### src/rtl/chunk_tally_pkg.sv
package chunk_tally_pkg;

   // Class of one chunk status code
   typedef enum logic [1:0] {
      CLS_CLEAN  = 2'd0,
      CLS_ERASED = 2'd1,
      CLS_FIXED  = 2'd2,
      CLS_BAD    = 2'd3
   } chunk_cls_e;

endpackage

### src/rtl/chunk_sat_add.sv
// Saturating adder: y = min(a + b, 2^W - 1)
module chunk_sat_add #(
   parameter int unsigned W    = 10,
   parameter int unsigned IN_W = 8
) (
   input  logic [W-1:0]    a,
   input  logic [IN_W-1:0] b,
   output logic [W-1:0]    y
);
   initial begin : p_param_check
      assert (IN_W >= 1 && IN_W <= W)
         else $error("chunk_sat_add: IN_W must be in 1..W");
   end

   logic [W-1:0] b_ext;
   logic [W:0]   wide;

   generate
      if (IN_W < W) begin : g_pad
         assign b_ext = {{(W-IN_W){1'b0}}, b};
      end else begin : g_direct
         assign b_ext = b;
      end
   endgenerate

   assign wide = {1'b0, a} + {1'b0, b_ext};
   assign y    = wide[W] ? {W{1'b1}} : wide[W-1:0];
endmodule

### src/rtl/chunk_code_classifier.sv
// Sorts one status code into its class and extracts the flip count
module chunk_code_classifier
   import chunk_tally_pkg::*;
#(
   parameter int unsigned CODE_W      = 8,
   parameter int unsigned CORR_LIMIT  = 'h28,
   parameter int unsigned ERASED_CODE = 'hFF,
   parameter int unsigned UNCORR_CODE = 'hFE
) (
   input  logic [CODE_W-1:0] code,
   output chunk_cls_e        cls,
   output logic [CODE_W-1:0] flips
);
   localparam logic [CODE_W-1:0] LIMIT_V  = CODE_W'(CORR_LIMIT);
   localparam logic [CODE_W-1:0] ERASED_V = CODE_W'(ERASED_CODE);
   localparam logic [CODE_W-1:0] UNCORR_V = CODE_W'(UNCORR_CODE);

   initial begin : p_param_check
      assert (CORR_LIMIT >= 1 && CORR_LIMIT < UNCORR_CODE && CORR_LIMIT < ERASED_CODE)
         else $error("chunk_code_classifier: limit must sit below the reserved codes");
      assert (ERASED_CODE != UNCORR_CODE && ERASED_CODE < (1 << CODE_W))
         else $error("chunk_code_classifier: reserved codes must differ and fit");
   end

   // Erased outranks the out-of-range test, the reserved code outranks the count
   always_comb begin
      if (code == '0) begin
         cls = CLS_CLEAN;
      end else if (code == ERASED_V) begin
         cls = CLS_ERASED;
      end else if (code == UNCORR_V || code > LIMIT_V) begin
         cls = CLS_BAD;
      end else begin
         cls = CLS_FIXED;
      end
   end

   assign flips = (cls == CLS_FIXED) ? code : '0;
endmodule

### src/rtl/chunk_tally_accum.sv
// Running per-page maximum, saturating sum and saturating bad-chunk count
module chunk_tally_accum
   import chunk_tally_pkg::*;
#(
   parameter int unsigned CODE_W     = 8,
   parameter int unsigned CORR_LIMIT = 'h28,
   parameter int unsigned SUM_W      = 10,
   parameter int unsigned CNT_W      = 4
) (
   input  logic              clk,
   input  logic              rst_n,
   input  logic              take,
   input  logic              restart,
   input  chunk_cls_e        cls,
   input  logic [CODE_W-1:0] flips,
   output logic [CODE_W-1:0] max_q,
   output logic [SUM_W-1:0]  sum_q,
   output logic [CNT_W-1:0]  bad_q,
   output logic [CODE_W-1:0] max_nxt,
   output logic [SUM_W-1:0]  sum_nxt,
   output logic [CNT_W-1:0]  bad_nxt
);
   initial begin : p_param_check
      assert (SUM_W >= CODE_W) else $error("chunk_tally_accum: SUM_W < CODE_W");
      assert (CNT_W >= 1)      else $error("chunk_tally_accum: CNT_W must be positive");
   end

   logic [CODE_W-1:0] base_max;
   logic [SUM_W-1:0]  base_sum, sum_add;
   logic [CNT_W-1:0]  base_bad, bad_add;
   logic              is_bad;

   // A page start discards the previous page within the same cycle
   assign base_max = restart ? '0 : max_q;
   assign base_sum = restart ? '0 : sum_q;
   assign base_bad = restart ? '0 : bad_q;
   assign is_bad   = (cls == CLS_BAD);

   chunk_sat_add #(.W(SUM_W), .IN_W(CODE_W)) i_sum_add (
      .a(base_sum), .b(flips), .y(sum_add)
   );

   chunk_sat_add #(.W(CNT_W), .IN_W(1)) i_bad_add (
      .a(base_bad), .b(is_bad), .y(bad_add)
   );

   always_comb begin
      if (take) begin
         max_nxt = (flips > base_max) ? flips : base_max;
         sum_nxt = sum_add;
         bad_nxt = bad_add;
      end else begin
         max_nxt = max_q;
         sum_nxt = sum_q;
         bad_nxt = bad_q;
      end
   end

   always_ff @(posedge clk or negedge rst_n) begin
      if (!rst_n) begin
         max_q <= '0;
         sum_q <= '0;
         bad_q <= '0;
      end else begin
         max_q <= max_nxt;
         sum_q <= sum_nxt;
         bad_q <= bad_nxt;
      end
   end

   // the running maximum never exceeds the correction limit
   assert_max_bound_R4: assert property (@(posedge clk) disable iff (!rst_n)
      max_q <= CODE_W'(CORR_LIMIT));

   // a saturated total stays saturated within the page
   assert_sum_saturates_R7: assert property (@(posedge clk) disable iff (!rst_n)
      (take && !restart && (&sum_q)) |=> (&sum_q));

   // an uncorrectable chunk opening a page leaves a count of one
   assert_bad_first_counts_R3: assert property (@(posedge clk) disable iff (!rst_n)
      (take && restart && cls == CLS_BAD) |=> (bad_q == CNT_W'(1)));
endmodule

### src/rtl/chunk_tally_report.sv
// Captures the page result at the last chunk and raises the done strobe
module chunk_tally_report #(
   parameter int unsigned CODE_W = 8,
   parameter int unsigned SUM_W  = 10,
   parameter int unsigned CNT_W  = 4
) (
   input  logic              clk,
   input  logic              rst_n,
   input  logic              take,
   input  logic              finish,
   input  logic [CODE_W-1:0] max_nxt,
   input  logic [SUM_W-1:0]  sum_nxt,
   input  logic [CNT_W-1:0]  bad_nxt,
   output logic              done,
   output logic              failed,
   output logic [CODE_W-1:0] max_out,
   output logic [SUM_W-1:0]  sum_out,
   output logic [CNT_W-1:0]  bad_out
);
   logic capture, any_bad;

   assign capture = take && finish;
   assign any_bad = (bad_nxt != '0);

   always_ff @(posedge clk or negedge rst_n) begin
      if (!rst_n) begin
         done    <= 1'b0;
         failed  <= 1'b0;
         max_out <= '0;
         sum_out <= '0;
         bad_out <= '0;
      end else begin
         done <= capture;
         if (capture) begin
            failed  <= any_bad;
            max_out <= any_bad ? '0 : max_nxt;
            sum_out <= sum_nxt;
            bad_out <= bad_nxt;
         end
      end
   end

   // the strobe only follows an accepted last chunk
   assert_done_after_last_R8: assert property (@(posedge clk) disable iff (!rst_n)
      done |-> $past(take && finish));

   // results hold between completions
   assert_result_hold_R8: assert property (@(posedge clk) disable iff (!rst_n)
      !capture |=> ($stable(max_out) && $stable(sum_out) && $stable(bad_out) && $stable(failed)));

   // a failed page never exposes a maximum
   assert_fail_masks_max_R5: assert property (@(posedge clk) disable iff (!rst_n)
      failed |-> (max_out == '0));
endmodule

### src/rtl/ecc_chunk_tally.sv
module ecc_chunk_tally
   import chunk_tally_pkg::*;
#(
   parameter int unsigned CODE_W      = 8,
   parameter int unsigned CORR_LIMIT  = 'h28,
   parameter int unsigned ERASED_CODE = 'hFF,
   parameter int unsigned UNCORR_CODE = 'hFE,
   parameter int unsigned SUM_W       = 10,
   parameter int unsigned CNT_W       = 4
) (
   input  logic              clk,
   input  logic              rst_n,
   input  logic              chunk_valid,
   input  logic [CODE_W-1:0] chunk_code,
   input  logic              page_first,
   input  logic              page_last,
   output logic              page_done,
   output logic              page_failed,
   output logic [CODE_W-1:0] page_max_flips,
   output logic [SUM_W-1:0]  page_total_flips,
   output logic [CNT_W-1:0]  page_bad_chunks
);
   chunk_cls_e        cls;
   logic [CODE_W-1:0] flips;
   logic [CODE_W-1:0] acc_max, nxt_max;
   logic [SUM_W-1:0]  acc_sum, nxt_sum;
   logic [CNT_W-1:0]  acc_bad, nxt_bad;

   chunk_code_classifier #(
      .CODE_W(CODE_W), .CORR_LIMIT(CORR_LIMIT),
      .ERASED_CODE(ERASED_CODE), .UNCORR_CODE(UNCORR_CODE)
   ) i_classify (
      .code(chunk_code), .cls(cls), .flips(flips)
   );

   chunk_tally_accum #(
      .CODE_W(CODE_W), .CORR_LIMIT(CORR_LIMIT), .SUM_W(SUM_W), .CNT_W(CNT_W)
   ) i_accum (
      .clk(clk), .rst_n(rst_n), .take(chunk_valid), .restart(page_first),
      .cls(cls), .flips(flips),
      .max_q(acc_max), .sum_q(acc_sum), .bad_q(acc_bad),
      .max_nxt(nxt_max), .sum_nxt(nxt_sum), .bad_nxt(nxt_bad)
   );

   chunk_tally_report #(
      .CODE_W(CODE_W), .SUM_W(SUM_W), .CNT_W(CNT_W)
   ) i_report (
      .clk(clk), .rst_n(rst_n), .take(chunk_valid), .finish(page_last),
      .max_nxt(nxt_max), .sum_nxt(nxt_sum), .bad_nxt(nxt_bad),
      .done(page_done), .failed(page_failed), .max_out(page_max_flips),
      .sum_out(page_total_flips), .bad_out(page_bad_chunks)
   );

   // a zero code inside a page changes no count
   assert_zero_no_effect_R1: assert property (@(posedge clk) disable iff (!rst_n)
      (chunk_valid && !page_first && chunk_code == '0)
      |=> ($stable(acc_max) && $stable(acc_sum) && $stable(acc_bad)));

   // an erased code inside a page changes no count
   assert_erased_no_effect_R2: assert property (@(posedge clk) disable iff (!rst_n)
      (chunk_valid && !page_first && chunk_code == CODE_W'(ERASED_CODE))
      |=> ($stable(acc_max) && $stable(acc_sum) && $stable(acc_bad)));

   // idle cycles touch nothing and raise no strobe
   assert_idle_ignored_R9: assert property (@(posedge clk) disable iff (!rst_n)
      !chunk_valid |=> ($stable(acc_max) && $stable(acc_sum) && $stable(acc_bad) && !page_done));
endmodule

### config.mk
export PLATFORM = sky130hd
export DESIGN_NAME = ecc_chunk_tally
export DESIGN_NICKNAME = d
export VERILOG_FILES = /design/src/rtl/chunk_tally_pkg.sv /design/src/rtl/chunk_sat_add.sv /design/src/rtl/chunk_code_classifier.sv /design/src/rtl/chunk_tally_accum.sv /design/src/rtl/chunk_tally_report.sv /design/src/rtl/ecc_chunk_tally.sv
export SDC_FILE = /design/constraint.sdc
export NUM_CORES = 1
export LEC_CHECK = 0
export ABC_AREA = 1
export BUFFER_PORTS_ARGS = -buffer_cell sky130_fd_sc_hd__buf_2
export CAP_MARGIN = 25
export CELL_PAD_IN_SITES_DETAIL_PLACEMENT = 0
export CELL_PAD_IN_SITES_GLOBAL_PLACEMENT = 1
export CORE_UTILIZATION = 38
export DETAILED_ROUTE_END_ITERATION = 6
export GPL_ROUTABILITY_DRIVEN = 0
export PLACE_DENSITY = 0.83
export SYNTH_ARGS = -nofsm -noshare
export SYNTH_HDL_FRONTEND = slang
export SYNTH_HIERARCHICAL = 1
export SYNTH_SLANG_ARGS = --single-unit
### constraint.sdc
create_clock -name clk -period 1.9 [get_ports clk]
set_input_delay 0.285 -clock clk [delete_from_list [all_inputs] [get_ports clk]]
set_output_delay 0.285 -clock clk [all_outputs]
set_load 0.02 [all_outputs]
Word level (Yosys, flattened, before mapping). Index checks and enable logic that the tools add are counted.

Flip-flop bits (word level): 46. Logic and storage cells: 34.

Muxes and demuxes: 14. Order comparisons: 2. Reductions and logical operators: 4. Eq/ne operators: 4. $add $sub $neg: 2.

Operators by type and width (number): $mux 8 (5); $mux 10 (3); $eq 8x8->1 const B (2); $mux 4 (3); $add 10x8->11 (1); $gt 8x6->1 const B (1); $gt 8x8->1 (1); $logic_not 8->1 (1); $add 4x1->5 (1); $eq 2x2->1 const B (2); $mux 2 (2); $reduce_bool 4->1 (1); $logic_and 1x1->1 (1); $logic_or 1x1->1 (1); $mux 1 (1).

Logic depth before layout (Yosys ltp).
Word-level depth: 11. Gate-level depth with buffers: 21.

Cells and area by module. Netlist, hierarchy kept.

Modules (own cells, without submodules): chunk_tally_accum (area an instance 1287.5 um^2, instances 1, sequential area each 550.5 um^2, cells each 172); chunk_tally_report (area an instance 998.5 um^2, instances 1, sequential area each 600.6 um^2, cells each 103); chunk_sat_add (i_accum.i_sum_add) (area an instance 509.2 um^2, instances 1, sequential area each 0.0 um^2, cells each 93); chunk_code_classifier (area an instance 155.1 um^2, instances 1, sequential area each 0.0 um^2, cells each 32); chunk_sat_add (i_accum.i_bad_add) (area an instance 86.3 um^2, instances 1, sequential area each 0.0 um^2, cells each 14).

Least setup slack after synthesis. OpenSTA, ideal clock, no wires.

Path kind: input port to flip-flop. Start: in chunk_code[4]. End: reg i_report.sum_out[6]. Arrival: 2126 ps. Path slack: -342 ps. Stages: 18. Buffers on the path: 0. Library setup time: 116 ps. Required time: 1784 ps. Cells stage by stage: inv_2 > nand2_1 > nor2_1 > nand2_1 > nand3_2 > nor2_1 > ha_1 > fa_1 > nand3_1 > nand2_1 > nand2_1 > nand2_2 > nand3_4 > nand3_1 > nand2_1 > o21ai_0 > nand2_2 > nand2_1.

Word-level cells in the longest chain between the ends: 10. Elaborated cells on any way between the ends: 13.

RTL lines: from (decl) (RTL line ecc_chunk_tally.sv:14) `input logic [CODE_W-1:0] chunk_code,`; $gt 8x6->1 / $eq 8x8->1 (equally long branches) (RTL line chunk_code_classifier.sv:31) `end else if (code == UNCORR_V || code > LIMIT_V) begin`; $logic_or 1x1->1 (RTL line chunk_code_classifier.sv:31); $mux 1 (RTL line chunk_code_classifier.sv:31); $mux 2 (RTL line chunk_code_classifier.sv:29) `end else if (code == ERASED_V) begin`; $mux 2 (*) (RTL line chunk_code_classifier.sv:27) `if (code == '0) begin`; $eq 2x2->1 (*) (RTL line chunk_code_classifier.sv:38) `assign flips = (cls == CLS_FIXED) ? code : '0;`; $mux 8 (*) (RTL line chunk_code_classifier.sv:38); net flips[0] (RTL line ecc_chunk_tally.sv:24) `logic [CODE_W-1:0] flips;`; $add 10x8->11 (*) (RTL line chunk_sat_add.sv:26) `assign wide = {1'b0, a} + {1'b0, b_ext};`; $mux 10 (*) (RTL line chunk_sat_add.sv:27) `assign y = wide[W] ? {W{1'b1}} : wide[W-1:0];`; net i_accum.sum_add[6] (RTL line chunk_tally_accum.sv:29) `logic [SUM_W-1:0] base_sum, sum_add;`; $mux 10 (*) (RTL line chunk_tally_accum.sv:48) `if (take) begin`; net nxt_sum[6] (RTL line ecc_chunk_tally.sv:26) `logic [SUM_W-1:0] acc_sum, nxt_sum;`; to (signal assigned) (RTL line chunk_tally_report.sv:37) `sum_out <= sum_nxt;`; to (decl) (RTL line chunk_tally_report.sv:17) `output logic [SUM_W-1:0] sum_out,`.

Mark *: on every way through the listed nets, which the timed path passes. The rest lies on a longest branch. A chain may end at the register's enable or synchronous reset.

Worst setup path in the final report.
Start: in chunk_code[2]. End: reg i_report.max_out[3].

Word-level cells in the longest chain between the ends: 11. Elaborated cells on any way between the ends: 19.

RTL lines: $gt 8x6->1 / $eq 8x8->1 (equally long branches) (RTL line chunk_code_classifier.sv:31); $logic_or 1x1->1 (RTL line chunk_code_classifier.sv:31); $mux 1 (RTL line chunk_code_classifier.sv:31); $mux 2 (RTL line chunk_code_classifier.sv:29); $mux 2 (*) (RTL line chunk_code_classifier.sv:27); $eq 2x2->1 (*) (RTL line chunk_code_classifier.sv:38); $mux 8 (*) (RTL line chunk_code_classifier.sv:38); net flips[3] (RTL line ecc_chunk_tally.sv:24); $gt 8x8->1 (RTL line chunk_tally_accum.sv:49) `max_nxt = (flips > base_max) ? flips : base_max;`; $mux 8 (*) (RTL line chunk_tally_accum.sv:49); $mux 8 (*) (RTL line chunk_tally_accum.sv:48); net nxt_max[3] (RTL line ecc_chunk_tally.sv:25) `logic [CODE_W-1:0] acc_max, nxt_max;`; $mux 8 (*) (RTL line chunk_tally_report.sv:36) `max_out <= any_bad ? '0 : max_nxt;`; to (signal assigned) (RTL line chunk_tally_report.sv:36); to (decl) (RTL line chunk_tally_report.sv:16) `output logic [CODE_W-1:0] max_out,`.

Marks and branches as above.

==> impl_metrics.toml <==
[outcome]
outcome = "complete, but fails checks"
failed_checks = "setup timing"

[sta]
post-route-min-period_ps = 2160
fmaxAchievable_mhz = 463
final_hold_viol_count = 0
period_utilisation_layout_pct = 114
report.final.slew_viol_count = 0
finClkSkew_ps = 9.30
setup_viol = 35
timing.slew.headroom_pct = 59.5
rsz0062_at_grt = "true"
tightest_slew_ps = 608
layout_setup_ws_ps = -262
final.setup.tns_ps = -3540

[layout]
syn_to_final_growth_pct = 46.5
post-route-util_pct = 57.6
layout.filler_cells = 700
layout_common_cells = "114 x sky130_fd_sc_hd__nand2_1, 50 x sky130_fd_sc_hd__buf_4, 47 x sky130_fd_sc_hd__inv_1"
final_net_count = 537
post_route_cells_drive_above_1_share_pct = 44.7
final_instance_count_excl_fillers = 608
antennaDiodeCount = 0
layout_commonest_cell = "sky130_fd_sc_hd__nand2_1"

[setup_path]
cp_max_fo = 6
critical_path_depth = 17
critPathBufInv = 2
worst-setup-path-type = "input pin to flop"
setup.reg_to_reg.worst_slack_ps = -80
setup.worst_path.end_class = "flop"
arrival_ps = 2390
critical_path.endpoint = "i_report/max_out[3]$_DFFE_PN0P_"
worst_path_largest_cell_delay_ps = 230
worstSetupStartpointType = "input pin"
timing.reg2reg.worst_path_depth = 14
worst_r2r_startpoint = "i_accum/sum_q[0]$_DFF_PN0_"
cp_launch_point = "chunk_code[2]"
rr_endpoint = "i_report/sum_out[7]$_DFFE_PN0P_"
required_ps = 2120
crit_family = "simple AND/OR/NAND/NOR gates"
timing.critical_path.slowest_stage_cell = "sky130_fd_sc_hd__ha_4"
cp_common_cell = "sky130_fd_sc_hd__nand3_2"
timing.critical_path.cells = "buf_12, nor2_4, nand3_2, nand2_2, nand3_4, nor2_4, ha_4, a21oi_1, nand2_2, nand2_4, nand2_4, buf_4, nand3_2, nand3_2, nand2_2, nand3_2, o21ai_1"

[cts]
path_clk_slew_ps = 90
numCtsBuffers = 5
cts-htree-levels = 2
cts_num_sinks = 46
tritoncts = "done"
worst_skew_pair.late_latency_ps = 300
cts-root-to-sink-buffers = 2
cts_hold_repair.buffers = 0
cts_root_buf = "sky130_fd_sc_hd__clkbuf_8"

[placed_design]
io_buffer_count = 36
dp_hpwl_mm = 5.29
place_worst_setup_slack_ps = -677
placed_cells_incl_taps = 580

[synth]
sequential_element_share_of_the_synthesized_area_pct = 37.9
syn-instance-count = 414
flip_flop_and_latch_count_after_synthesis = 46
netlist_area_mm2 = 0.00304
post_synth_num_cell_types = 34
synthesis.yosys.warnings = 6
syn_avg_cell_area_um2 = 7.33

[die]
die_area_mm2 = 0.00835
placeableCoreArea_mm2 = 0.00773
floorplan.rows = 32
count_of_boundary_i_o_pins = 37
floorplan.die.width_um = 91.4
initial_core_util_pct = 39.3
floorplan.die.height_um = 91.4

[worst_hold_path]
hp-class = "input pin to async pin"

[grt]
grt_first_pass_wirelength_mm = 12.3
grt_max_degree = 47
first_global_vias = 2685
overflow = 0
initial_antenna_violation_count = 0
globalRouteTotalUtil_pct = 18.1

[run]
max_capacitance_violation_count = 0

[pwr]
vdd_ir_drop_max_uv = 681
power-per-cell-area_mw_per_mm2 = 767
leakage_power_summed_over_all_cells_nw = 2.26

[route]
detail_route.iter0.violations = 104
wire_per_inst_um = 12.6
drc = 0
drt-vias-per-instance = 4.72
drt_wl_total_mm = 7.68
route.vias.total = 2869
final_antenna_net_count = 0
drt_pass1_iterations = 4
-- Yosys cell counts --
| cell | count | share of area [%] |
|---|---|---|
| sky130_fd_sc_hd__nor3_2 | 1 | 0.33 |
| sky130_fd_sc_hd__nand2_1 | 142 | 18 |
| sky130_fd_sc_hd__a21boi_0 | 1 | 0.25 |
| sky130_fd_sc_hd__nand4_1 | 4 | 0.82 |
| sky130_fd_sc_hd__nand3_2 | 3 | 0.99 |
| sky130_fd_sc_hd__inv_8 | 1 | 0.37 |
| sky130_fd_sc_hd__dfrtp_1 | 46 | 38 |
| sky130_fd_sc_hd__conb_1 | 1 | 0.12 |
| sky130_fd_sc_hd__nand3_4 | 1 | 0.58 |
| sky130_fd_sc_hd__inv_2 | 4 | 0.49 |
| sky130_fd_sc_hd__xnor2_1 | 1 | 0.29 |
| sky130_fd_sc_hd__buf_2 | 3 | 0.49 |
| sky130_fd_sc_hd__clkbuf_1 | 2 | 0.25 |
| sky130_fd_sc_hd__nand2_2 | 10 | 2.1 |
| sky130_fd_sc_hd__buf_6 | 3 | 1.1 |
| sky130_fd_sc_hd__a21oi_1 | 5 | 0.82 |
| sky130_fd_sc_hd__a21o_2 | 1 | 0.29 |
| sky130_fd_sc_hd__buf_4 | 3 | 0.74 |
| sky130_fd_sc_hd__fa_1 | 1 | 0.66 |
| sky130_fd_sc_hd__nand2_8 | 1 | 0.66 |
| sky130_fd_sc_hd__nand3_1 | 42 | 6.9 |
| sky130_fd_sc_hd__and2_1 | 1 | 0.21 |
| sky130_fd_sc_hd__o21ai_2 | 2 | 0.58 |
| sky130_fd_sc_hd__nor2_2 | 1 | 0.21 |
| sky130_fd_sc_hd__o21ai_0 | 22 | 3.6 |
| sky130_fd_sc_hd__xor2_1 | 1 | 0.29 |
| sky130_fd_sc_hd__inv_1 | 51 | 6.3 |
| sky130_fd_sc_hd__buf_12 | 1 | 0.66 |
| sky130_fd_sc_hd__nor2_1 | 34 | 4.2 |
| sky130_fd_sc_hd__ha_1 | 18 | 7.4 |
| sky130_fd_sc_hd__nand4_4 | 1 | 0.70 |
| sky130_fd_sc_hd__nand2_4 | 2 | 0.74 |
| sky130_fd_sc_hd__nor2_4 | 3 | 1.1 |
| sky130_fd_sc_hd__o21a_1 | 1 | 0.25 |
-- worst min-delay path by stage --
stage / end / slack [ps] / depth (start not counted)
floorplan: i_accum/bad_q[0]$_DFF_PN0_ / -10 / 0
global placement: i_report/sum_out[8]$_DFFE_PN0P_ / 390 / 2
detailed placement: i_report/sum_out[8]$_DFFE_PN0P_ / 410 / 2
CTS: i_report/done$_DFF_PN0_ / 70 / 2
global route: i_accum/sum_q[8]$_DFF_PN0_ / 100 / 2
finish: i_accum/sum_q[8]$_DFF_PN0_ / 60 / 2
-- cells by family after synthesis --
family,Yosys count,share of synthesized area (%)
AOI/OAI and AO/OA,32,5.81
xor gates and xnor gates,2,0.577
adders and majority gates,19,8.08
buffers and inverters,68,10.4
DFF,46,37.9
other,1,0.123
and+or+nand+nor,246,37.1
-- area by class of cell --
cell class                 instances  area (um^2)  area share (%)
multi-input combinational        305         2130            47.8
sequential                        46         1150            25.9
timing repair buffer              91          674            15.2
inverter                          56          258            5.79
tap                              102          128            2.87
clock buffer                       5         68.8            1.55
clock inverter                     3         40.0           0.900
-- timing repair --
action	in CTS	in global routing
setup endpoints to repair	37	37
gates cloned	3	1
pin swaps	44	45
setup buffers	6	11
gates resized for setup	61	63
-- registers in the layout (all words and copies together) (netlist names) --
name and flops:
i_accum/max_q 8, i_report/sum_out 10, i_report/max_out 8, i_accum/sum_q 10
i_report/done 1, i_report/bad_out 4, i_report/failed 1, i_accum/bad_q 4
-- per-layer routing --
layer | up-vias | track usage (%) | wire length (um)
li1 | 1481 | - | -
met1 | 1340 | 24.1 | 3600
met2 | 39 | 30.9 | 3810
met3 | 9 | 1.76 | 167
met4 | 0 | 5.29 | 104
met5 | - | 0 | 0
-- power by group --
part | total [mW] | switching [mW] | internal (mW)
clock network | 0.705 | 0.318 | 0.387
logic | 1.47 | 0.878 | 0.590
registers | 1.24 | 0.0797 | 1.16
total | 3.41 | 1.28 | 2.14
-- metrics by stage --
stage	power [mW]	hold slack [ps]	instance area (um^2)
after detailed placement	2.36	407	3660
after global routing	3.64	102	4450
final	3.41	56.6	4450
after floorplan	2.01	-10.6	3160
after global placement	2.35	395	3660
after CTS	3.22	69.4	4080
Note: power is estimated with default switching activity, not from simulation.
